**src/rtl/segmem_pkg.sv**
```systemverilog
package segmem_pkg;

  // Power state of one segment
  typedef enum logic {
    SEG_AWAKE  = 1'b0,
    SEG_ASLEEP = 1'b1
  } seg_pwr_e;

endpackage

```
**src/rtl/segmem_sleep_ctr.sv**
```systemverilog
module segmem_sleep_ctr #(
  parameter int unsigned CNT_W = 8
) (
  input  logic             clk,
  input  logic             rst,
  input  logic             count_en,
  output logic [CNT_W-1:0] count_o
);

  localparam logic [CNT_W-1:0] CNT_MAX = {CNT_W{1'b1}};

  logic [CNT_W-1:0] cnt_q;

  always_ff @(posedge clk) begin
    if (rst) begin
      cnt_q <= '0;
    end else if (count_en && (cnt_q != CNT_MAX)) begin
      cnt_q <= cnt_q + 1'b1;
    end
  end

  assign count_o = cnt_q;

  // a full counter stays full
  a_r8_saturates: assert property (@(posedge clk) disable iff (rst)
    (cnt_q == CNT_MAX) |=> (cnt_q == CNT_MAX));

  // no counting while awake
  a_r8_holds_awake: assert property (@(posedge clk) disable iff (rst)
    !count_en |=> $stable(cnt_q));

endmodule

```
**src/rtl/segmem_segment.sv**
```systemverilog
module segmem_segment
  import segmem_pkg::*;
#(
  parameter int unsigned WORDS  = 8,
  parameter int unsigned DATA_W = 16,
  parameter int unsigned CNT_W  = 8
) (
  input  logic                     clk,
  input  logic                     rst,
  input  logic                     wr_hit,
  input  logic [$clog2(WORDS)-1:0] wr_word,
  input  logic [DATA_W-1:0]        wr_data,
  input  logic                     rd_hit,
  input  logic [$clog2(WORDS)-1:0] rd_word,
  input  logic                     rd_last,
  output logic [DATA_W-1:0]        rd_data_o,
  output logic                     rd_err_o,
  output logic                     asleep_o,
  output logic                     clk_en_o,
  output logic [CNT_W-1:0]         sleep_cnt_o
);

  localparam int unsigned CW = $clog2(WORDS + 1);

  logic [DATA_W-1:0] mem [WORDS];
  logic [DATA_W-1:0] rdata_q;
  logic [WORDS-1:0]  live_q, live_d;
  logic [CW-1:0]     lcnt_q, lcnt_d;
  seg_pwr_e          state_q, state_d;
  logic              rd_err_now, rd_err_q;
  logic              release_hit, set_new, drop_one;

  // Error when the segment sleeps or the word holds nothing
  assign rd_err_now  = (state_q == SEG_ASLEEP) || !live_q[rd_word];
  assign release_hit = rd_hit && rd_last && !rd_err_now;
  assign set_new     = wr_hit && !live_q[wr_word];
  assign drop_one    = release_hit && !(wr_hit && (wr_word == rd_word));

  always_comb begin
    live_d = live_q;
    if (release_hit) live_d[rd_word] = 1'b0;
    if (wr_hit)      live_d[wr_word] = 1'b1;  // write wins on collision
  end

  always_comb begin
    lcnt_d = lcnt_q + {{(CW-1){1'b0}}, set_new} - {{(CW-1){1'b0}}, drop_one};
    state_d = (lcnt_d == '0) ? SEG_ASLEEP : SEG_AWAKE;
  end

  always_ff @(posedge clk) begin
    if (rst) begin
      live_q   <= '0;
      lcnt_q   <= '0;
      state_q  <= SEG_ASLEEP;
      rd_err_q <= 1'b0;
    end else begin
      live_q   <= live_d;
      lcnt_q   <= lcnt_d;
      state_q  <= state_d;
      rd_err_q <= rd_hit && rd_err_now;
    end
  end

  // Block-RAM style storage: one write port, registered read-before-write
  always_ff @(posedge clk) begin
    if (wr_hit) mem[wr_word] <= wr_data;
  end

  always_ff @(posedge clk) begin
    if (rd_hit) rdata_q <= mem[rd_word];
  end

  assign rd_data_o = rdata_q;
  assign rd_err_o  = rd_err_q;
  assign asleep_o  = (state_q == SEG_ASLEEP) && !wr_hit;
  assign clk_en_o  = !asleep_o;

  segmem_sleep_ctr #(.CNT_W(CNT_W)) u_ctr (
    .clk      (clk),
    .rst      (rst),
    .count_en (state_q == SEG_ASLEEP),
    .count_o  (sleep_cnt_o)
  );

  // the live count agrees with the live flags
  a_r5_count_matches: assert property (@(posedge clk) disable iff (rst)
    int'(lcnt_q) == $countones(live_q));

  // a sleeping segment holds no live word
  a_r5_sleep_empty: assert property (@(posedge clk) disable iff (rst)
    (state_q == SEG_ASLEEP) |-> (live_q == '0));

  // a write leaves the segment awake after the edge
  a_r6_awake_after_write: assert property (@(posedge clk) disable iff (rst)
    wr_hit |=> (state_q == SEG_AWAKE));

  // a last-use read without a colliding write frees its word
  a_r4_last_read_clears: assert property (@(posedge clk) disable iff (rst)
    (rd_hit && rd_last && !rd_err_now && !(wr_hit && wr_word == rd_word))
      |=> !live_q[$past(rd_word)]);

  // an erroring read changes no live flag
  a_r7_err_no_change: assert property (@(posedge clk) disable iff (rst)
    (rd_hit && rd_err_now && !wr_hit) |=> $stable(live_q));

endmodule

```
**src/rtl/seg_sleep_mem.sv**
```systemverilog
module seg_sleep_mem
  import segmem_pkg::*;
#(
  parameter int unsigned SEG_COUNT = 4,
  parameter int unsigned SEG_WORDS = 8,
  parameter int unsigned DATA_W    = 16,
  parameter int unsigned CNT_W     = 8,
  localparam int unsigned SEG_W    = $clog2(SEG_COUNT),
  localparam int unsigned WORD_W   = $clog2(SEG_WORDS),
  localparam int unsigned ADDR_W   = SEG_W + WORD_W
) (
  input  logic                       clk,
  input  logic                       rst,
  input  logic                       wr_en,
  input  logic [ADDR_W-1:0]          wr_addr,
  input  logic [DATA_W-1:0]          wr_data,
  input  logic                       rd_en,
  input  logic [ADDR_W-1:0]          rd_addr,
  input  logic                       rd_last,
  output logic                       rd_valid,
  output logic                       rd_err,
  output logic [DATA_W-1:0]          rd_data,
  output logic [SEG_COUNT-1:0]       seg_asleep,
  output logic [SEG_COUNT-1:0]       seg_clk_en,
  output logic [SEG_COUNT*CNT_W-1:0] sleep_cycles
);

  logic [SEG_W-1:0]  wr_seg, rd_seg, rd_seg_q;
  logic [WORD_W-1:0] wr_word, rd_word;
  logic              rd_valid_q;
  logic [DATA_W-1:0] seg_rdata [SEG_COUNT];
  logic [SEG_COUNT-1:0] seg_err;

  // Segment index from the upper bits, word index from the lower bits
  assign wr_seg  = wr_addr[ADDR_W-1 -: SEG_W];
  assign wr_word = wr_addr[WORD_W-1:0];
  assign rd_seg  = rd_addr[ADDR_W-1 -: SEG_W];
  assign rd_word = rd_addr[WORD_W-1:0];

  for (genvar s = 0; s < SEG_COUNT; s++) begin : g_seg
    segmem_segment #(
      .WORDS  (SEG_WORDS),
      .DATA_W (DATA_W),
      .CNT_W  (CNT_W)
    ) u_seg (
      .clk         (clk),
      .rst         (rst),
      .wr_hit      (wr_en && (wr_seg == SEG_W'(s))),
      .wr_word     (wr_word),
      .wr_data     (wr_data),
      .rd_hit      (rd_en && (rd_seg == SEG_W'(s))),
      .rd_word     (rd_word),
      .rd_last     (rd_last),
      .rd_data_o   (seg_rdata[s]),
      .rd_err_o    (seg_err[s]),
      .asleep_o    (seg_asleep[s]),
      .clk_en_o    (seg_clk_en[s]),
      .sleep_cnt_o (sleep_cycles[s*CNT_W +: CNT_W])
    );
  end

  always_ff @(posedge clk) begin
    if (rst) begin
      rd_valid_q <= 1'b0;
      rd_seg_q   <= '0;
    end else begin
      rd_valid_q <= rd_en;
      rd_seg_q   <= rd_seg;
    end
  end

  assign rd_valid = rd_valid_q;
  assign rd_err   = rd_valid_q && seg_err[rd_seg_q];
  assign rd_data  = (rd_valid_q && !seg_err[rd_seg_q]) ? seg_rdata[rd_seg_q] : '0;

  // every accepted read yields a result one edge later
  a_r3_valid_follows: assert property (@(posedge clk) disable iff (rst)
    rd_en |=> rd_valid);

  // a targeted segment is never reported asleep
  a_r6_write_wakes: assert property (@(posedge clk) disable iff (rst)
    wr_en |-> !seg_asleep[wr_seg]);

  // a write can wake at most one segment
  a_r10_one_woken: assert property (@(posedge clk) disable iff (rst)
    $onehot0(seg_clk_en & ~$past(seg_clk_en) & ~(rd_en ? '0 : '0)));

endmodule

```
**config.mk**
```make
export PLATFORM = sky130hd
export DESIGN_NAME = seg_sleep_mem
export DESIGN_NICKNAME = d
export VERILOG_FILES = /design/src/rtl/segmem_pkg.sv /design/src/rtl/segmem_sleep_ctr.sv /design/src/rtl/segmem_segment.sv /design/src/rtl/seg_sleep_mem.sv
export SDC_FILE = /design/constraint.sdc
export NUM_CORES = 1
export LEC_CHECK = 0
export ABC_CLOCK_PERIOD_IN_PS = 6650
export BUFFER_PORTS_ARGS = -buffer_cell sky130_fd_sc_hd__buf_4
export CORE_MARGIN = 10
export CORE_UTILIZATION = 61
export DETAILED_ROUTE_END_ITERATION = 10
export GPL_TIMING_DRIVEN = 1
export PLACE_DENSITY = 0.8
export SKIP_LAST_GASP = 1
export SYNTH_ARGS = -nofsm -noshare
export SYNTH_HDL_FRONTEND = slang
export SYNTH_HIERARCHICAL = 1
export SYNTH_SLANG_ARGS = --single-unit
```
**constraint.sdc**
```tcl
create_clock -name clk -period 6.65 [get_ports clk]
set_clock_uncertainty 0.15 [all_clocks]
set_input_delay 1.6625 -clock clk [delete_from_list [all_inputs] [get_ports clk]]
set_output_delay 1.6625 -clock clk [all_outputs]
set_load 0.02 [all_outputs]
```
Word-level counts from Yosys, hierarchy flattened. Memory sizes are Yosys's and may differ from the RTL's. A register that Yosys moved wholly into a read port is not among the register bits. Index checks and enable logic that the tools add are counted.

Flip-flop bits (word level): 91. Bits in writable memories: 512. Input bits: 31. Output and inout bits: 58. Logic and storage cells: 190. Memories kept: 4.

$add $sub $neg: 12. Order comparisons: 6. Equality and inequality tests: 11. Mux-type cells: 46. Bitwise operators: 10. Reductions and logical operators: 79.

Memories: g_seg[0].u_seg.mem (depth 8, bits a word 16, rd ports 1, clocked after Yosys merged registers in 1, write ports 1, RTL line segmem_segment.sv:25) `logic [DATA_W-1:0] mem [WORDS];`; g_seg[1].u_seg.mem (depth 8, bits a word 16, rd ports 1, clocked after Yosys merged registers in 1, write ports 1, RTL line segmem_segment.sv:25); g_seg[2].u_seg.mem (depth 8, bits a word 16, rd ports 1, clocked after Yosys merged registers in 1, write ports 1, RTL line segmem_segment.sv:25); g_seg[3].u_seg.mem (depth 8, bits a word 16, rd ports 1, clocked after Yosys merged registers in 1, write ports 1, RTL line segmem_segment.sv:25).

Operators with widths (count): $mux 8 (8); $mux 16 (3); $logic_and 1x1->1 (44); $add 8x1->8 const B (4); $and 8x8->8 (4); $bmux 16 s2 (1); $ne 8x8->1 const B (4); $or 8x8->8 (4); $logic_not 1->1 (25); $bmux 1 s3 (8); $mux 1 (23); $add 4x1->4 (4); $logic_not 4->1 (4); $sub 4x1->4 (4); $eq 2x2->1 const B (4); $lt 3x4->1 const B (2); $not 8->8 (1); $demux 1 s3 (2); $ge 3x1->1 const B (2); $eq 2x1->1 const B (2); $logic_not 2->1 (2); $logic_or 1x1->1 (4); $eq 3x3->1 (1); $ge 3x3->1 const B (1); 3 further kinds (3).

Logic depth before layout (Yosys ltp).
Depth in word-level cells: 10. Depth in mapped cells: 13. Gate-level depth less buffers: 11.

Hierarchy. Netlist, hierarchy kept.

Modules (own cells, without submodules): segmem_segment at g_seg[2].u_seg ... (instances 2, cells each 359, area each 6347.3 sq um, sequential area each 4604.4 sq um); segmem_segment at g_seg[0].u_seg (instances 1, cells each 400, area each 6368.6 sq um, sequential area each 4604.4 sq um); segmem_segment at g_seg[1].u_seg (instances 1, cells each 362, area each 6299.8 sq um, sequential area each 4604.4 sq um); segmem_sleep_ctr (instances 4, cells each 46, area each 430.4 sq um, sequential area each 160.2 sq um); seg_sleep_mem (instances 1, cells each 61, area each 820.8 sq um, sequential area each 60.1 sq um).

Worst setup path after synthesis. No wires, ideal clock.

Path kind: input-to-reg. Start point: input port rd_addr[3]. End point: register g_seg[0].u_seg.state_q. Setup time: 0.116 ns. Arrival: 5.064 ns. Required time: 6.384 ns. Setup slack: 1.319 ns. Stages: 12. Path buffers: 1. Path through: nor3b_1 -> and3b_1 -> clkbuf_1 -> a21boi_2 -> o31a_1 -> ha_1 -> inv_1 -> ha_1 -> inv_1 -> fa_1 -> xor2_1 -> a41o_1.

Longest elaborated chain between the ends: 8.

RTL lines: from (decl) (RTL line seg_sleep_mem.sv:18) `input logic [ADDR_W-1:0] rd_addr,`; $logic_not 2->1 (RTL line seg_sleep_mem.sv:51) `.rd_hit (rd_en && (rd_seg == SEG_W'(s))),`; $logic_and 1x1->1 (RTL line seg_sleep_mem.sv:51); $logic_and 1x1->1 (2 in a row) (RTL line segmem_segment.sv:35) `assign release_hit = rd_hit && rd_last && !rd_err_now;`; $logic_and 1x1->1 (RTL line segmem_segment.sv:37) `assign drop_one = release_hit && !(wr_hit && (wr_word == rd_word));`; $sub 4x1->4 (RTL line segmem_segment.sv:46) `lcnt_d = lcnt_q + {{(CW-1){1'b0}}, set_new} - {{(CW-1){1'b0}}, drop_one};`; $logic_not 4->1 (RTL line segmem_segment.sv:47) `state_d = (lcnt_d == '0) ? SEG_ASLEEP : SEG_AWAKE;`; $mux 1 (RTL line segmem_segment.sv:47); to (signal assigned) (RTL line segmem_segment.sv:59) `state_q <= state_d;`; to (decl) (RTL line segmem_segment.sv:29) `seg_pwr_e state_q, state_d;`.

Every way passes these cells. A chain may end at the register's enable or synchronous reset.

Final worst setup path.
Start point: register rd_seg_q[0]. End point: output port rd_data[2].

Longest elaborated chain between the ends: 5. Elaborated cells between the ends (all ways): 9. Those cells by class: mux: 6; bitwise: 1; reduce/logical: 2.

RTL lines: from (decl) (RTL line seg_sleep_mem.sv:28) `logic [SEG_W-1:0] wr_seg, rd_seg, rd_seg_q;`; from (signal assigned) (RTL line seg_sleep_mem.sv:68) `rd_seg_q <= rd_seg;`; $not 2->3 (not written as such) or $bmux 1 s2 (tied branches) (RTL line seg_sleep_mem.sv:74) `assign rd_data = (rd_valid_q && !seg_err[rd_seg_q]) ? seg_rdata[rd_seg_q] : '0;`; $bmux 16 s2 or $mux 1 (tied branches) (RTL line seg_sleep_mem.sv:74); $mux 16 (not written as such) or $logic_not 1->1 (tied branches) (RTL line seg_sleep_mem.sv:74); $mux 16 (not written as such) or $logic_and 1x1->1 (tied branches) (RTL line seg_sleep_mem.sv:74); $mux 16 (*) (RTL line seg_sleep_mem.sv:74); to (decl) (RTL line seg_sleep_mem.sv:22) `output logic [DATA_W-1:0] rd_data,`.

Every way passes the cells marked *; elsewhere a longest branch is shown, timed or not. The select of a mux whose other input is x is not followed.

==> out/metrics.yaml <==
timing.final.crit_share_pct: 74.72
yosys_register_bits: 667
wire_length_of_the_first_global_routing_pass_um: 100800
critical-path-top-delay-family: "flip-flops"
wl_per_cell_um: 26.76
design_area_um2: 31300
cts_num_sinks: 667
layout.nets: 1885
max-clock-path-buffers: 3
rsz0062_at_grt: "false"
viasPerCell: 6.572
syn_inst: 1725
critical_path.cell_chain: "and2b_2, a22oi_2, buf_4, nor2b_4, buf_4"
antenna_violations_before_repair: 1
synth_commonest_cells: "sky130_fd_sc_hd__edfxtp_1, sky130_fd_sc_hd__nand2_1, sky130_fd_sc_hd__dfxtp_1"
worstSetupPathType: "reg -> out"
syn_area_um2: 27910
grt_start_max_net_pins: 87
synthDominantCellAreaShare_pct: 61.98
synth.distinct_cells: 76
synthMostInstantiatedCell: "sky130_fd_sc_hd__edfxtp_1"
cts_root_buf: "sky130_fd_sc_hd__clkbuf_16"
worstSetupStartpoint: "rd_seg_q[0]$_SDFF_PP0_"
grt_pass1_vias: 16216
layout_min_cycle_time_ns: 4.969
holdCritPathClass: "reg -> reg"
reg2regPathDepth: 10
post_cts_resized: 0
p_leak_nw: 10.80
max-vdd-ir-drop_mv: 0.2215
cp_data_arrival_time_ns: 3.16
area_growth_syn_to_layout_pct: 12.17
most_numerous_cell_on_the_critical_path: "sky130_fd_sc_hd__buf_4"
synthesis.area_per_instance_um2: 16.18
finalSetupViolCount: 0
globalplace.congestion: 0.8948
final-max-slew-violation-count: 0
synth-async-reset-ratio_pct: 0
worst_setup_path_endpoint: "rd_data[2]"
remaining_drc_errors: 0
clock_slew_at_the_register_clock_pins_of_the_worst_setup_and_hold_paths_ns: 0.06
synth_sequential_area_ratio_pct: 68.51
die_w_um: 233.9
worst_path_max_delay_cell: "sky130_fd_sc_hd__dfxtp_1"
die_h_um: 233.9
dominantRegCellSynth: "sky130_fd_sc_hd__edfxtp_1"
outcome: "finished clean"
detailroute.via_count: 16325
worstSkewPairLatency_ns: 0.59
cp_data_required_time_ns: 4.84
hold_violations: 0
drv_cap: 0
routed_wirelength_um: 66470
final_layout_size_suffix_gt1_share_pct: 22.93
std_cell_rows: 78
postCtsHoldBufs: 0
critical_path.n_buffers_inverters: 2
timing.critical_path.fanout_max: 20
grt_overflow: 0
synth_warnings: 6
totalNegativeSetupSlack_ns: 0
cts_tree: "built"
synth_enable_flop_cells: 576
worst_margin_pin_slew_ns: 1.279
timing.slew.headroom_pct: 14.42
synth_largest_area_cell: "sky130_fd_sc_hd__edfxtp_1"
setup.worst_path.end_class: "primary output"
crit_path_start_kind: "register"
numCtsBuffers: 69
post_cts.repair.setup_buffers: 0
synth.net_count: 1780
max_freq_mhz: 201.3
initial_utilization_pct: 61.62
dpl.hpwl_um: 39570
final_antenna_net_count: 0
detailedRoute.firstPassIterationCount: 5
whs_path_depth: 2
r2r_start: "g_seg[1].u_seg/live_q[6]$_SDFF_PP0_"
hold_slack_ns: 0.3435
pwr_density_cell_nw_per_um2: 290.2
post_dp_cell_area_um2: 29070
antennaDiodeCount: 0
buffer_ports.inserted: 88
cp_slowest_stage_delay_ns: 1.12
drt_first_iter_violations: 2108
pin_count: 89
critical_path_depth: 5
reg2reg_to: "g_seg[1].u_seg/state_q$_SDFF_PP1_"
design.die.area_um2: 54700
reg2reg_setup_slack_ns: 3.61
cts_htree_levels: 3
netlist_top_cells_area: "sky130_fd_sc_hd__edfxtp_1, sky130_fd_sc_hd__dfxtp_1, sky130_fd_sc_hd__mux4_2"
grt.total_usage_pct: 24.56
core_area_um2: 45280
[worst min-delay path: stages (launching register included)]
cell and delay, ns:
sky130_fd_sc_hd__dfxtp_1 0.34, sky130_fd_sc_hd__o41ai_2 0.05, sky130_fd_sc_hd__a21oi_1 0.06
[layout make-up]
class	count	area, µm²
well taps	600	750.7
inverters	48	180.2
flip-flops and latches	667	19120
clock inverters	35	330.3
clock buffers	90	1898
repair buffers	126	959.7
fillers	2874	13980
multi-input cells	918	8064
[layer usage]
layer | wire length (µm) | track usage (%) | share of wire [%] | vias up
met5 | 0 | 0 | 0 | -
met4 | 2028 | 8.990 | 3.1 | 0
met3 | 7317 | 5.475 | 11 | 147
met2 | 31600 | 39.03 | 48 | 899
met1 | 25530 | 33.06 | 38 | 8277
li1 | - | - | - | 7002
[metrics by stage]
| step | power (mW) | cells | worst slack (ns) | util [%] |
|---|---|---|---|---|
| after floorplan | 5.130 | 1725 | 1.319 | - |
| after global placement | 5.346 | 2359 | 1.741 | 64.20 |
| after detailed placement | 5.369 | 2359 | 1.638 | 64.20 |
| after CTS | 9.124 | 2484 | 1.687 | 69.12 |
| after global routing | 9.351 | 2484 | 1.509 | 69.12 |
| final | 9.084 | 2484 | 1.681 | 69.12 |
[cells by family (layout without fill, tap and decap cells)]
| family | after synthesis | in the layout | share of synthesized area (%) |
|---|---|---|---|
| buffers and inverters | 140 | 299 | 2.726 |
| DFF | 667 | 667 | 68.51 |
| adders and majority gates | 24 | 24 | 1.184 |
| and+or+nand+nor | 390 | 390 | 7.456 |
| xor gates and xnor gates | 24 | 24 | 0.7533 |
| muxes | 207 | 207 | 11.92 |
| AOI/OAI and AO/OA | 273 | 273 | 7.447 |
[worst min-delay path by stage]
| stage | start | endpoint | slack, ns |
|---|---|---|---|
| finish | g_seg[1].u_seg/live_q[6]$_SDFF_PP0_ | g_seg[1].u_seg/live_q[6]$_SDFF_PP0_ | 0.34 |
| global route | g_seg[1].u_seg/live_q[6]$_SDFF_PP0_ | g_seg[1].u_seg/live_q[6]$_SDFF_PP0_ | 0.35 |
| CTS | g_seg[1].u_seg/live_q[6]$_SDFF_PP0_ | g_seg[1].u_seg/live_q[6]$_SDFF_PP0_ | 0.33 |
| detailed placement | g_seg[1].u_seg/live_q[6]$_SDFF_PP0_ | g_seg[1].u_seg/live_q[6]$_SDFF_PP0_ | 0.33 |
| global placement | g_seg[1].u_seg/live_q[6]$_SDFF_PP0_ | g_seg[1].u_seg/live_q[6]$_SDFF_PP0_ | 0.32 |
| floorplan | g_seg[0].u_seg/live_q[1]$_SDFF_PP0_ | g_seg[0].u_seg/live_q[1]$_SDFF_PP0_ | 0.30 |
[power breakdown]
group	switching, mW	internal (mW)
combinational	0.372	0.232
clock	1.58	2.22
sequential	0.0620	4.62
total	2.01	7.07
[cell usage in the layout, fill, tap and decap left out, types with 14 or more instances in the layout]
cell type,count
sky130_fd_sc_hd__mux4_2,76
sky130_fd_sc_hd__nand3_1,38
sky130_fd_sc_hd__clkbuf_1,14
sky130_fd_sc_hd__a221oi_1,31
sky130_fd_sc_hd__edfxtp_1,576
sky130_fd_sc_hd__dfxtp_1,91
sky130_fd_sc_hd__a21oi_1,57
sky130_fd_sc_hd__buf_4,123
sky130_fd_sc_hd__nand2b_1,41
sky130_fd_sc_hd__nor2_1,76
sky130_fd_sc_hd__mux2i_1,44
sky130_fd_sc_hd__a22oi_1,25
sky130_fd_sc_hd__inv_1,47
sky130_fd_sc_hd__o22ai_1,15
sky130_fd_sc_hd__nand2_1,111
sky130_fd_sc_hd__mux2_2,65
sky130_fd_sc_hd__clkbuf_16,71
sky130_fd_sc_hd__ha_1,20
sky130_fd_sc_hd__o21ai_0,24
sky130_fd_sc_hd__nor2b_1,19
[sequential cells by signal (all words and copies together), names as in the netlist, 2 cells and up]
register,cells
g_seg.u_seg/mem,512
g_seg.u_seg/rd_data_o,64
g_seg.u_seg/live_q,32
g_seg.u_seg/u_ctr/count_o,32
g_seg.u_seg/lcnt_q,16
g_seg.u_seg/rd_err_o,4
g_seg.u_seg/state_q,4
rd_seg_q,2
(Power assumes the default switching activity.)
